**config.mk**
```make
export PLATFORM = sky130hd
export DESIGN_NAME = lead_ones_counter
export DESIGN_NICKNAME = d
export VERILOG_FILES = /design/src/rtl/lones_pkg.sv /design/src/rtl/lones_ctrl.sv /design/src/rtl/lones_count.sv /design/src/rtl/lones_out.sv /design/src/rtl/lead_ones_counter.sv
export SDC_FILE = /design/constraint.sdc
export NUM_CORES = 1
export LEC_CHECK = 0
export BUFFER_PORTS_ARGS = -buffer_cell sky130_fd_sc_hd__clkbuf_2
export CORE_MARGIN = 4
export CORE_UTILIZATION = 32
export DETAILED_ROUTE_END_ITERATION = 10
export PLACE_DENSITY = 0.62
export SLEW_MARGIN = 40
export SYNTH_ARGS = -nofsm -noshare
export SYNTH_HDL_FRONTEND = slang
export SYNTH_SLANG_ARGS = --single-unit
```
**constraint.sdc**
```tcl
create_clock -name clk -period 2.3 [get_ports clk]
set_clock_uncertainty 0.15 [all_clocks]
set_input_delay 0.345 -clock clk [delete_from_list [all_inputs] [get_ports clk]]
set_output_delay 0.345 -clock clk [all_outputs]
set_load 0.05 [all_outputs]
```
**src/rtl/lones_pkg.sv**
```systemverilog
package lones_pkg;

  typedef enum logic [1:0] {
    ST_IDLE  = 2'd0,
    ST_COUNT = 2'd1,
    ST_STOP  = 2'd2
  } lones_state_e;

endpackage

```
**src/rtl/lones_ctrl.sv**
```systemverilog
module lones_ctrl
  import lones_pkg::*;
(
  input  logic         clk,
  input  logic         rst,
  input  logic         dv_i,
  input  logic         bit_i,
  output lones_state_e state_q,
  output logic         start_o,
  output logic         advance_o,
  output logic         finish_o
);

  lones_state_e state_d;

  always_comb begin
    state_d = state_q;
    unique case (state_q)
      ST_IDLE:  if (dv_i) state_d = bit_i ? ST_COUNT : ST_STOP;
      ST_COUNT: begin
        if (!dv_i)       state_d = ST_IDLE;
        else if (!bit_i) state_d = ST_STOP;
      end
      ST_STOP:  if (!dv_i) state_d = ST_IDLE;
      default:  state_d = ST_IDLE;
    endcase
  end

  always_ff @(posedge clk) begin
    if (rst) state_q <= ST_IDLE;
    else     state_q <= state_d;
  end

  assign start_o   = (state_q == ST_IDLE) && dv_i;
  assign advance_o = (state_q == ST_COUNT) && dv_i && bit_i;
  assign finish_o  = (state_q != ST_IDLE) && !dv_i;

endmodule

```
**src/rtl/lones_count.sv**
```systemverilog
module lones_count #(
  parameter int MAX_LEN = 32,
  parameter int CNT_W   = $clog2(MAX_LEN + 1)
) (
  input  logic             clk,
  input  logic             rst,
  input  logic             start_i,
  input  logic             first_bit_i,
  input  logic             advance_i,
  output logic [CNT_W-1:0] cnt_q
);

  localparam logic [CNT_W-1:0] CNT_CAP = CNT_W'(MAX_LEN);

  logic at_cap;
  assign at_cap = (cnt_q >= CNT_CAP);

  always_ff @(posedge clk) begin
    if (rst) begin
      cnt_q <= '0;
    end else if (start_i) begin
      cnt_q <= CNT_W'(first_bit_i);
    end else if (advance_i && !at_cap) begin
      cnt_q <= cnt_q + 1'b1;
    end
  end

endmodule

```
**src/rtl/lones_out.sv**
```systemverilog
module lones_out #(
  parameter int CNT_W       = 6,
  parameter bit HOLD_RESULT = 1'b1
) (
  input  logic             clk,
  input  logic             rst,
  input  logic             finish_i,
  input  logic [CNT_W-1:0] cnt_i,
  output logic [CNT_W-1:0] y_o
);

  generate
    if (HOLD_RESULT) begin : g_hold
      logic [CNT_W-1:0] held_q;
      always_ff @(posedge clk) begin
        if (rst)           held_q <= '0;
        else if (finish_i) held_q <= cnt_i;
      end
      assign y_o = held_q;
    end else begin : g_live
      assign y_o = cnt_i;
    end
  endgenerate

endmodule

```
**src/rtl/lead_ones_counter.sv**
```systemverilog
module lead_ones_counter
  import lones_pkg::*;
#(
  parameter int MAX_LEN     = 32,
  parameter bit HOLD_RESULT = 1'b1,
  localparam int CNT_W      = $clog2(MAX_LEN + 1)
) (
  input  logic             clk,
  input  logic             rst,
  input  logic             dv_i,
  input  logic             bit_i,
  output logic [CNT_W-1:0] y_o
);

  lones_state_e     state_q;
  logic             start;
  logic             advance;
  logic             finish;
  logic [CNT_W-1:0] cnt_q;

  lones_ctrl u_ctrl (
    .clk      (clk),
    .rst      (rst),
    .dv_i     (dv_i),
    .bit_i    (bit_i),
    .state_q  (state_q),
    .start_o  (start),
    .advance_o(advance),
    .finish_o (finish)
  );

  lones_count #(.MAX_LEN(MAX_LEN), .CNT_W(CNT_W)) u_count (
    .clk        (clk),
    .rst        (rst),
    .start_i    (start),
    .first_bit_i(bit_i),
    .advance_i  (advance),
    .cnt_q      (cnt_q)
  );

  lones_out #(.CNT_W(CNT_W), .HOLD_RESULT(HOLD_RESULT)) u_out (
    .clk     (clk),
    .rst     (rst),
    .finish_i(finish),
    .cnt_i   (cnt_q),
    .y_o     (y_o)
  );

endmodule

```
# == After elaboration in Yosys (flattened, before gate mapping) ==
# Index checks and enable logic that the tools add are counted.
# Widths: inputs -> output; s select.
# totals
ff_bits,14
in_bits,4
# classes
n_addsub,1
magnitude_cmp,1
eq_ne,5
n_mux,8
reduce_logical,12
# ops
cell,n
$mux 2,5
$add 6x1->6 const B,1
$ge 6x6->1 const B,1
$pmux 2 s3,1
$logic_and 1x1->1,5
$ne 2x2->1 const B,2
$reduce_bool 2->1,2
$ne 3x3->1 const B,1
$reduce_and 3->1,1
$eq 2x1->1 const B,1
$eq 2x2->1 const B,1
$logic_not 1->1,2
$logic_not 2->1,1
$mux 1,2
$reduce_or 2->1,1

# == Longest topological paths before layout ==
# logic_depth
depth_word,6
mapped_depth,4
depth_no_buf,4

# == By module ==
# Synthesis repeated with hierarchy kept, for this count alone.
# unflattened
hier_cells,61
hier_area_um2,618.1
# modules_own_cells
mod,instances,cells_per_inst,area_each_um2,seq_area_each_um2
lones_count,1,32,309.0,120.1
lones_out,1,19,214.0,120.1
lones_ctrl,1,10,95.1,40.0

# == Least setup slack after synthesis ==
# Ideal clock, no wire load.
# synth_timing
path_type,register -> register
from,register u_count.cnt_q[0]
to,register u_count.cnt_q[2]
setup_time_ps,70
t_arrival_ps,1172
required_ps,2080
slack_ps,908
stages_incl_launch_ff,5
path_buffers,0
period_less_slack_ps,1392
cell_sequence,dfxtp_1 > ha_1 > inv_1 > or4_1 > a21oi_1
# synth_via
elab_chain_cells,3
word_cells_on_any_way,4
cone_classes,add/sub (1); order compare (1); reduce/logical (2)
# synth_lines
element,line,rtl
from (decl),lones_count.sv:10,output logic [CNT_W-1:0] cnt_q
from (signal assigned),lones_count.sv:22,cnt_q <= CNT_W'(first_bit_i);
from (signal assigned),lones_count.sv:24,cnt_q <= cnt_q + 1'b1;
$ge 6x6->1,lones_count.sv:16,assign at_cap = (cnt_q >= CNT_CAP);
$logic_not 1->1,lones_count.sv:23,end else if (advance_i && !at_cap) begin
$logic_and 1x1->1,lones_count.sv:23,
# Parallel ways exist; a longest one is shown, timed or not.
# A chain may end at the register's enable or synchronous reset.

# == Worst setup path after layout ==
# Ends and elaborated chain as after synthesis.

==> flow_summary.json <==
{
  "global_route.usage.total_pct": 9.459,
  "layout-area-overhead-vs-synth_pct": 12.77,
  "insertion_delay_ns": 0.27,
  "ys_warn_count": 0,
  "tritoncts": "done",
  "synthesis.instances": 64,
  "io_buffer_count": 9,
  "worst_setup_hold_path_clk_slew_ns": 0.08,
  "via_count_of_the_first_global_routing_pass": 455,
  "p_clk_share_pct": 32.2,
  "rsz0062_at_grt": "false",
  "slew_headroom_pct": 73.55,
  "initial_utilization_pct": 33.31,
  "share_of_the_yosys_chip_area_belonging_to_registers_pct": 43.33,
  "post_synthesis_cell_type_count": 24,
  "crit_start": "u_count.cnt_q[0]",
  "gp_routability_congestion": 0.7570,
  "reg2reg_from": "u_count.cnt_q[0]",
  "post_route_cells_drive_above_1_share_pct": 24.32,
  "power.combinational.fraction_pct": 7.0,
  "power.internal_uw": 319.1,
  "antenna_violating_nets_post_route": 0,
  "final-max-slew-violation-count": 0,
  "syn-num-nets": 70,
  "layout_worst_path_cycle_share_pct": 66.56,
  "globalRoute.totalOverflow": 0,
  "netlist_top_cells_area": "sky130_fd_sc_hd__dfxtp_1 43%, sky130_fd_sc_hd__mux2i_1 9.3%, sky130_fd_sc_hd__nor2_1 4.1%",
  "pin_count_of_the_biggest_net_entering_global_routing": 12,
  "layout.cells.non_filler": 101,
  "cts_made_buffers": 3,
  "crit_path_max_fanout": 7,
  "post_synth_top_area_share_pct": 43.33,
  "maxClockFrequency_mhz": 653.2,
  "floorplan.core_area_um2": 1942,
  "dr.pass1.iters": 4,
  "run_status": "completed",
  "number_of_cells_on_the_worst_hold_path": 2,
  "routed_wirelength_um": 1145,
  "worst-endpoint-arrival_ns": 1.59,
  "cp.required_ns": 2.36,
  "worst_setup_path_start_kind": "flop",
  "setup_total_negative_slack_ns": 0,
  "cts-htree-levels": 1,
  "hpwlAfterDp_um": 860.6,
  "hold_path_startpoint": "rst",
  "synth_top_area_cell": "sky130_fd_sc_hd__dfxtp_1",
  "postCtsSetupRepairBufs": 0,
  "setup_violations": 0,
  "hold_viol": 0,
  "flip_flop_and_latch_count_after_synthesis": 14,
  "num_rows": 16,
  "end_kind": "flop",
  "placedCellCount": 98,
  "cts.path.max_buffers": 2,
  "detail_route.iter0.violations": 9,
  "power_density_nw_per_um2": 566.6,
  "fin_crit_ns": 1.531,
  "grt_antenna_before_repair": 0,
  "timing.hold.worst.class": "in2reg",
  "worst_slew_pin_slew_ns": 0.3965,
  "route.detailed.wl_per_inst_um": 11.34,
  "criticalPathCategory": "reg2reg",
  "route.detailed.vias_per_inst": 4.812,
  "die_height_um": 52.96,
  "vias": 486,
  "io_pins": 10,
  "numClockSinks": 14,
  "residual_drc": 0,
  "die-area_um2": 2805,
  "layout.nets": 82,
  "power_leakage_nw": 0.3172,
  "switching_power_uw": 94.23,
  "n_antenna_cell": 0,
  "post_synthesis_cell_area_um2": 646.9,
  "power_switching_share_pct": 22.80,
  "die-width_um": 52.96,
  "p_seq_share_pct": 60.8,
  "postSynthAreaPerCell_um2": 10.11,
  "cts_root_buf": "sky130_fd_sc_hd__clkbuf_4",
  "register_to_register_path_depth": 4,
  "peakVddDrop_v": 0.0003005,
  "cap_violations": 0,
  "postCtsResizedCells": 0,
  "cts_hold_repair.buffers": 0,
  "first_pass_grt_wire_length_um": 1952
}
==> flip-flops by register name, indices dropped and copies added, names as in the netlist <==
| register | cells |
|---|---|
| u_count.cnt_q | 6 |
| u_out.y_o | 6 |
| u_ctrl.state_q | 2 |
==> per-stage QoR <==
stage	hold WS [ns]	worst slack (ns)	instance area (um2)	util (%)	total power, mW
final	0.2186	0.7691	729.5	37.56	0.4133
after global routing	0.2383	0.6559	729.5	37.56	0.4289
after CTS	0.2185	0.7681	729.5	37.56	0.4200
after detailed placement	0.3349	0.7512	706.9	36.40	0.2862
after global placement	0.3291	0.7978	706.9	36.40	0.2846
after floorplan	0.3100	0.9078	646.9	-	0.2778
==> power by group through the flow <==
stage	sequential (mW)	combinational (mW)	clock (mW)
6_report	0.251	0.0288	0.133
5_1_grt	0.252	0.0323	0.144
4_1_cts	0.251	0.0291	0.140
3_5_place_dp	0.257	0.0291	0
3_3_place_gp	0.257	0.0278	0
2_1_floorplan	0.257	0.0209	0
==> path summary, 6_finish.rpt <==
check / endpoint / slack (ns)
setup / recovery: u_count.cnt_q[2] / 0.77
setup reg to reg: u_count.cnt_q[2] / 0.77
hold reg to reg: u_out.y_o[0] / 0.35
hold / removal: u_out.y_o[2] / 0.22
==> synthesized netlist by cell type <==
cell,n
sky130_fd_sc_hd__inv_1,4
sky130_fd_sc_hd__or2b_2,1
sky130_fd_sc_hd__or4_1,3
sky130_fd_sc_hd__o21bai_1,1
sky130_fd_sc_hd__a31oi_1,2
sky130_fd_sc_hd__nand3b_1,3
sky130_fd_sc_hd__nand3_1,1
sky130_fd_sc_hd__or3_2,1
sky130_fd_sc_hd__buf_2,1
sky130_fd_sc_hd__o31ai_1,3
sky130_fd_sc_hd__o21bai_2,1
sky130_fd_sc_hd__o21ai_0,2
sky130_fd_sc_hd__mux2i_1,6
sky130_fd_sc_hd__nor2_1,7
sky130_fd_sc_hd__a21oi_1,5
sky130_fd_sc_hd__clkbuf_8,1
sky130_fd_sc_hd__nand4b_4,1
sky130_fd_sc_hd__and4b_2,1
sky130_fd_sc_hd__ha_1,2
sky130_fd_sc_hd__or3b_2,1
sky130_fd_sc_hd__dfxtp_1,14
sky130_fd_sc_hd__nand2b_1,1
sky130_fd_sc_hd__and4_1,1
sky130_fd_sc_hd__nor3b_1,1
==> cells by family after synthesis <==
kind of cell | Yosys count | share of synthesized area (%)
adders and majority gates | 2 | 3.868
buffers and inverters | 6 | 5.221
AOI/OAI and AO/OA | 14 | 13.73
muxes | 6 | 9.285
and+or+nand+nor | 22 | 24.57
DFF | 14 | 43.33
==> placed cells by master (no fill, tap or decap) <==
master | netlist | final
sky130_fd_sc_hd__dfxtp_1 | 14 | 14
sky130_fd_sc_hd__clkbuf_2 | 0 | 9
sky130_fd_sc_hd__nor2_1 | 7 | 7
sky130_fd_sc_hd__mux2i_1 | 6 | 6
sky130_fd_sc_hd__a21oi_1 | 5 | 5
sky130_fd_sc_hd__inv_1 | 4 | 4
sky130_fd_sc_hd__nand3b_1 | 3 | 3
sky130_fd_sc_hd__o31ai_1 | 3 | 3
sky130_fd_sc_hd__or4_1 | 3 | 3
sky130_fd_sc_hd__clkbuf_4 | 0 | 3
sky130_fd_sc_hd__a31oi_1 | 2 | 2
sky130_fd_sc_hd__o21ai_0 | 2 | 2
sky130_fd_sc_hd__ha_1 | 2 | 2
sky130_fd_sc_hd__or3b_2 | 1 | 1
sky130_fd_sc_hd__or2b_2 | 1 | 1
sky130_fd_sc_hd__and4b_2 | 1 | 1
sky130_fd_sc_hd__and4_1 | 1 | 1
sky130_fd_sc_hd__nand4b_4 | 1 | 1
sky130_fd_sc_hd__or3_2 | 1 | 1
sky130_fd_sc_hd__o21bai_1 | 1 | 1
sky130_fd_sc_hd__nand2b_1 | 1 | 1
sky130_fd_sc_hd__o21bai_2 | 1 | 1
sky130_fd_sc_hd__nand3_1 | 1 | 1
sky130_fd_sc_hd__nor3b_1 | 1 | 1
==> worst max-delay path, stage by stage (launching register included) <==
cell and delay (ns):
sky130_fd_sc_hd__dfxtp_1 0.45, sky130_fd_sc_hd__ha_1 0.21, sky130_fd_sc_hd__inv_1 0.05, sky130_fd_sc_hd__or4_1 0.46, sky130_fd_sc_hd__a21oi_1 0.14
==> area by class of cell <==
type	count	area, um2
tap	27	33.78
fill	200	1212
clock buffer	3	22.52
timing repair buffer	9	45.04
inverter	4	15.01
multi-input combinational	44	332.8
sequential	14	280.3
==> routing by layer <==
| metal | up-vias | part of all wire [%] | track usage, % |
|---|---|---|---|
| met2 | 8 | 42 | 14.05 |
| met1 | 223 | 52 | 11.77 |
| met3 | 2 | 4.3 | 2.817 |
| li1 | 253 | - | - |
| met4 | 0 | 1.0 | 5.957 |
| met5 | - | 0 | 0 |
Note: power is estimated with default switching activity, not from simulation.
